**src/rtl/csum_engine.sv**
```systemverilog
module csum_engine #(
  parameter int WORD_W = 14,
  parameter int SUM_W = 16,
  parameter int IDX_W = 13,
  parameter int BASE_WORDS = 1024,
  parameter int CP_BIT = 13,
  parameter logic [SUM_W-1:0] CFG_MASK = 16'h21FF
) (
  input  logic              clk,
  input  logic              rst_n,
  input  logic              start,
  input  logic [1:0]        size_sel,
  input  logic              in_valid,
  output logic              in_ready,
  input  logic [1:0]        in_tag,
  input  logic [WORD_W-1:0] in_word,
  output logic [SUM_W-1:0]  checksum,
  output logic              done
);
  localparam int NIB_W = 4;
  localparam logic [1:0] TAG_PROG = 2'd0;
  localparam logic [1:0] TAG_CFG  = 2'd1;
  localparam logic [1:0] TAG_ID   = 2'd2;

  logic              active;
  logic [IDX_W-1:0]  idx;
  logic [SUM_W-1:0]  psum, idpack;
  logic [WORD_W-1:0] cfg;
  logic [1:0]        idcnt;
  logic [1:0]        eff_sel;
  logic [IDX_W-1:0]  limit;
  logic [SUM_W-1:0]  cfg_term, id_next, result;
  logic              take, last_id, protect;

  assign in_ready = active;
  assign take     = in_valid & active;
  assign eff_sel  = (size_sel == 2'd3) ? 2'd2 : size_sel;
  assign limit    = IDX_W'(BASE_WORDS) << eff_sel;
  assign cfg_term = SUM_W'(cfg) & CFG_MASK;
  assign protect  = ~cfg[CP_BIT];
  assign id_next  = {idpack[SUM_W-NIB_W-1:0], in_word[NIB_W-1:0]};
  assign last_id  = take && in_tag == TAG_ID && idcnt == 2'd3;
  assign result   = protect ? cfg_term + id_next : psum + cfg_term;

  always_ff @(posedge clk or negedge rst_n) begin
    if (!rst_n) begin
      active   <= 1'b0;
      idx      <= '0;
      psum     <= '0;
      idpack   <= '0;
      cfg      <= '1;
      idcnt    <= '0;
      checksum <= '0;
      done     <= 1'b0;
    end else if (start) begin
      active   <= 1'b1;
      idx      <= '0;
      psum     <= '0;
      idpack   <= '0;
      cfg      <= '1;
      idcnt    <= '0;
      checksum <= '0;
      done     <= 1'b0;
    end else begin
      done <= last_id;
      if (take) begin
        case (in_tag)
          TAG_PROG: if (idx < limit) begin
            psum <= psum + SUM_W'(in_word);
            idx  <= idx + 1'b1;
          end
          TAG_CFG: cfg <= in_word;
          TAG_ID: begin
            idpack <= id_next;
            idcnt  <= idcnt + 1'b1;
          end
          default: ;
        endcase
      end
      if (last_id) begin
        checksum <= result;
        active   <= 1'b0;
      end
    end
  end
endmodule


```
**config.mk**
```make
export PLATFORM = sky130hd
export DESIGN_NAME = csum_engine
export DESIGN_NICKNAME = d
export VERILOG_FILES = /design/src/rtl/csum_engine.sv
export SDC_FILE = /design/constraint.sdc
export NUM_CORES = 1
export LEC_CHECK = 0
export BUFFER_PORTS_ARGS = -buffer_cell sky130_fd_sc_hd__buf_4
export CORE_MARGIN = 8
export CORE_UTILIZATION = 55
export DETAILED_ROUTE_END_ITERATION = 10
export PLACE_DENSITY_LB_ADDON = 0.15
export REMOVE_ABC_BUFFERS = 1
export SYNTH_ARGS = -nofsm -noshare
export SYNTH_HDL_FRONTEND = slang
export SYNTH_SLANG_ARGS = --single-unit
```
**constraint.sdc**
```tcl
create_clock -name clk -period 4.86 [get_ports clk]
set_clock_uncertainty 0.15 [all_clocks]
set_input_delay 0.972 -clock clk [delete_from_list [all_inputs] [get_ports clk]]
set_output_delay 0.972 -clock clk [all_outputs]
set_load 0.005 [all_outputs]
```
# ---- Word level (Yosys, flattened, before mapping)
# Index checks and enable logic that the tools add are counted.
# Widths: inputs -> output; s select.
dict set report totals {
  ff_bits 75
  latch_bits 0
  mem_bits_rw 0
  mem_bits_ro 0
  inputBits 22
  output_inout_bits 18
  mem_count 0
}
dict set report classes {
  addsub 5
  mul 0
  div 0
  n_lt_le_gt_ge 1
  n_eq_ne 4
  n_shift 1
  mux 24
  bitwise_logic 1
  reduce_logical 12
}
# cell count
set ops {}
lappend ops {{$mux 16} 7}
lappend ops {{$mux 13} 4}
lappend ops {{$mux 14} 3}
lappend ops {{$mux 12} 3}
lappend ops {{$add 16x14->16} 2}
lappend ops {{$add 14x16->16} 1}
lappend ops {{$add 13x1->13 const B} 1}
lappend ops {{$lt 13x13->1} 1}
lappend ops {{$shl 11x2->13 const A} 1}
lappend ops {{$reduce_bool 2->1} 6}
lappend ops {{$mux 2} 4}
lappend ops {{$eq 2x2->1 const B} 3}
lappend ops {{$reduce_and 2->1} 2}
lappend ops {{$mux 1} 3}
lappend ops {{$reduce_and 3->1} 1}
lappend ops {{$add 2x1->2 const B} 1}
lappend ops {{$eq 2x1->1 const B} 1}
lappend ops {{$logic_and 1x1->1} 2}
lappend ops {{$logic_not 2->1} 1}
lappend ops {{$and 1x1->1} 1}

# ---- Longest topological paths before layout
dict set report depth {
  depth_word 8
  ltp_mapped 12
  mapped_depth_nobuf 9
}

# ---- Worst setup path before layout
# Ideal clock, no wire load.
dict set report synth_path {
  kind {register -> register}
  start {register cfg[13]}
  end {register checksum[14]}
  t_arrival_ns 3.272
  slack_ns 1.316
  path_stages_with_launch 13
  n_path_buf 3
  synth_period_minus_slack_ns 3.544
  cell_sequence {dfstp_2 -> buf_2 -> buf_2 -> buf_1 -> mux2_2 -> ha_1 -> fa_1 -> a211o_1 -> a21oi_1 -> o211ai_1 -> a22oi_1 -> o21ai_0 -> a32o_1}
}
dict set report synth_via {
  elab_chain_cells 4
}
# item line_no
set synth_rtl {}
lappend synth_rtl {{from (decl)} 28} ;# logic [WORD_W-1:0] cfg;
lappend synth_rtl {{from (signal assigned)} 72} ;# TAG_CFG: cfg <= in_word;
lappend synth_rtl {{$add 14x16->16 / $add 16x14->16 (equally long branches)} 43} ;# assign result = protect ? cfg_term + id_next : psum + cfg_term;
lappend synth_rtl {{$mux 16 *} 43}
lappend synth_rtl {{$mux 16 *} 80} ;# if (last_id) begin
lappend synth_rtl {{$mux 16 *} 55} ;# end else if (start) begin
lappend synth_rtl {{to (signal assigned)} 81} ;# checksum <= result;
lappend synth_rtl {{to (decl)} 17} ;# output logic [SUM_W-1:0] checksum,
# Every way passes the cells marked *; elsewhere a longest branch is shown, timed or not. The select of a mux whose other input is x is not followed.
# A chain may end at the register's enable or synchronous reset.

# ---- Worst setup path in the final report
# Ends and elaborated chain as after synthesis.

==> flow_summary_export.csv <==
group,metric,value,unit
run_status,status,"complete, no violations",
synth,synth_simple_gate_area_share,20.69,%
hold_path,hp-class,"reg2reg",
floorplan,core,7767,µm²
synth,muxShareOfSynthArea,3.867,%
synth,synth_area_leaders,"dfrtp_1 34%, ha_1 7.9%, nand2_1 7.7%",
grt,top_usage_layer,"met2",
grt,grt_max_degree,72,
routing,drtIter0Drc,155,
synth,synthAdderAreaFrac,8.806,%
synth,ys_top_cells_by_count,"91 x nand2_1, 61 x dfrtp_1, 41 x nor2_1",
hold_path,worstHoldStart,"checksum[9]",
power_and_ir_drop,peakVddDrop,0.2032,mV
clock_tree,cts_buffer_depth,2,
floorplan,rows,32,
setup_path,cp.arrival,3.61,ns
routing,avgViaCountPerCell,5.889,
synth,syn_area,4433,µm²
sta,period_needed,3.519,ns
synth,yosysUniqueCellTypes,59,
floorplan,ioPinCount,40,
routing,vias,3757,
setup_path,end_kind,"register",
sta,finalHoldViolCount,0,
sta,fmax,0.2842,GHz
power_and_ir_drop,internal_power,0.0009393,W
setup_path,reg2reg_depth,9,
grt,met3_usage,3.106,%
setup_path,cp_max_fo,24,
synth,synth_warnings,0,
clock_tree,cts_buffers,9,
grt,use_met2,31.01,%
placement,port_buffers,39,
hold_path,hold_depth,2,
setup_path,r2r_end,"checksum[14]",
synth,synth_top_area_share,34.43,%
sta,tns,0,ns
synth,synth_top_cell_by_area,"dfrtp_1",
synth,ys.flop_type,"dfrtp_1",
routing,drc,0,
sta,fin_crit_sh,72.40,%
placement,dp_hpwl,7340,µm
sta,setup_violations,0,
setup_path,r2r-start,"cfg[13]",
power_and_ir_drop,p_per_area,264.6,nW/µm²
final_layout,fin_nets,583,
routing,wirelength,10290,µm
final_layout,drive_gt1_share,16.60,%
grt,grtUsageMet1,24.22,%
clock_tree,clockRootBuffer,"clkbuf_8",
sta,tightest_slew,0.8886,ns
setup_path,critical_path_class,"reg2reg",
sta,maxSlewHeadroom,40.76,%
routing,first_pass_iters,5,
floorplan,start_util,57.07,%
synth,synth.most_common_cell,"nand2_1",
clock_tree,cts_tree,"built",
synth,synth_area_per_cell,8.848,µm²
setup_path,startpoint_type,"register",
hold_path,min_to,"checksum[9]",
clock_tree,path_clk_slew,0.08,ns
synth,synth_top_family_by_area,"simple AND/OR/NAND/NOR gates",
clock_tree,cts-resized-gates,0,
placement,dp_cells,622,
grt,grt_pass1_wl,17420,µm
final_layout,synthToLayoutAreaGrowth,12.19,%
power_and_ir_drop,p_comb_share,15.4,%
final_layout,antenna_cells,0,
power_and_ir_drop,clockPowerShare,37.6,%
sta,rsz0062_at_grt,"false",
clock_tree,clock_latency,0.35,ns
routing,postRouteAntennaNets,0,
sta,report.final.slew_viol_count,0,
clock_tree,postCtsSetupBuffers,0,
grt,grt_usage,18.71,%
grt,grt_pass1_vias,3633,
floorplan,dieHeight,105.8,µm
synth,ys_seq_elements,71,
power_and_ir_drop,seqPwrFrac,47.0,%
synth,synth_xor_area_share,5.730,%
synth,async_reset_ff_share,100.0,%
grt,antenna_found_initial,0,
flow_run,drv_cap,0,
synth,synth_compound_area_share,17.81,%
synth,seq_area_frac_synth,40.36,%
floorplan,die_area,11190,µm²
final_layout,fin_cells,638,
power_and_ir_drop,p_leak,2.283,nW
clock_tree,clock_sinks,71,
setup_path,crit_required,4.95,ns
setup_path,reg2reg_slack,1.34,ns
placement,gp_congestion,0.8524,
clock_tree,htreeDepth,3,
clock_tree,hold_buffers,0,
synth,synth_edf_count,0,
synth,synthCells,501,
routing,avgRoutedWirePerCell,16.12,µm
power_and_ir_drop,p_sw,0.0003766,W
power_and_ir_drop,p_sw_share,28.62,%
grt,grt_overflow_total,0,
floorplan,die_width,105.8,µm
-- registers in the layout, indices dropped and copies added (netlist names) --
register,cells
done,1
checksum,16
idcnt,2
idx,13
cfg,10
in_ready,1
psum,16
idpack,12
-- power groups by stage --
stage / combinational [W] / clock [W] / sequential [W]
floorplan: 0.000136 / 0 / 0.000625
global placement: 0.000196 / 0 / 0.000629
detailed placement: 0.000199 / 0 / 0.000629
CTS: 0.000201 / 0.000504 / 0.000618
global route: 0.000225 / 0.000528 / 0.000620
finish: 0.000202 / 0.000495 / 0.000618
-- logic make-up (layout without fill, tap and decap cells) --
logic type,after synthesis,count (layout)
buf+inv,30,65
simple gates,205,205
fa+ha+maj,30,30
mux,16,16
xor+xnor,29,29
flops,71,71
compound gates,120,120
-- through the flow --
step	instance area (µm²)	hold WS, ns	total power (W)	util (%)	setup slack (ns)
global route	4974	0.3620	0.001373	64.03	1.191
detailed placement	4770	0.3231	0.0008283	61.40	1.134
global placement	4770	0.3142	0.0008253	61.40	1.237
CTS	4974	0.3412	0.001322	64.03	1.373
floorplan	4349	0.3197	0.0007604	-	1.633
finish	4974	0.3337	0.001316	64.03	1.341
-- layer usage --
layer,vias up,part of all wire [%]
met5,-,0
met4,0,1.1
met3,11,5.3
met2,100,48
met1,1798,46
li1,1848,-
-- cell type report --
type                    count  area, µm²
clock inverters             6      66.31
clock buffers              10      137.6
fillers                   699       2794
repair buffers             39      292.8
multi-input cells         400       2522
flip-flops and latches     71       1789
well taps                 102      127.6
inverters                  10      37.54
-- how the worst max path moves through the flow --
stage | end | startpoint | slack, ns | cells past startpoint
floorplan | psum[8] | size_sel[1] | 1.63 | 8
global placement | psum[8] | size_sel[1] | 1.24 | 9
detailed placement | psum[8] | size_sel[1] | 1.13 | 9
CTS | checksum[14] | cfg[13] | 1.37 | 9
global route | checksum[14] | cfg[13] | 1.19 | 9
finish | checksum[14] | cfg[13] | 1.34 | 9
-- cell usage in the layout, fill, tap and decap left out, drive strengths merged, types with 9 or more instances in the layout --
cell,instances
clkbuf,10
a21oi,41
inv,12
xor2,14
buf,39
dfrtp,61
ha,28
o21ai,24
a211oi,9
nor3,10
dfstp,10
nand3,31
xnor2,15
nand2,92
mux2,9
nor2,41
-- critical path, cell delays in order (launching register included) --
cell and delay, ns:
dfstp_2 0.89, mux2_2 0.41, ha_1 0.23, fa_1 0.43, a211o_1 0.28, a21oi_1 0.27, o211ai_1 0.18, a22oi_1 0.20
o21ai_0 0.10, a32o_1 0.26
No activity file was read; power rests on OpenSTA's default activity.
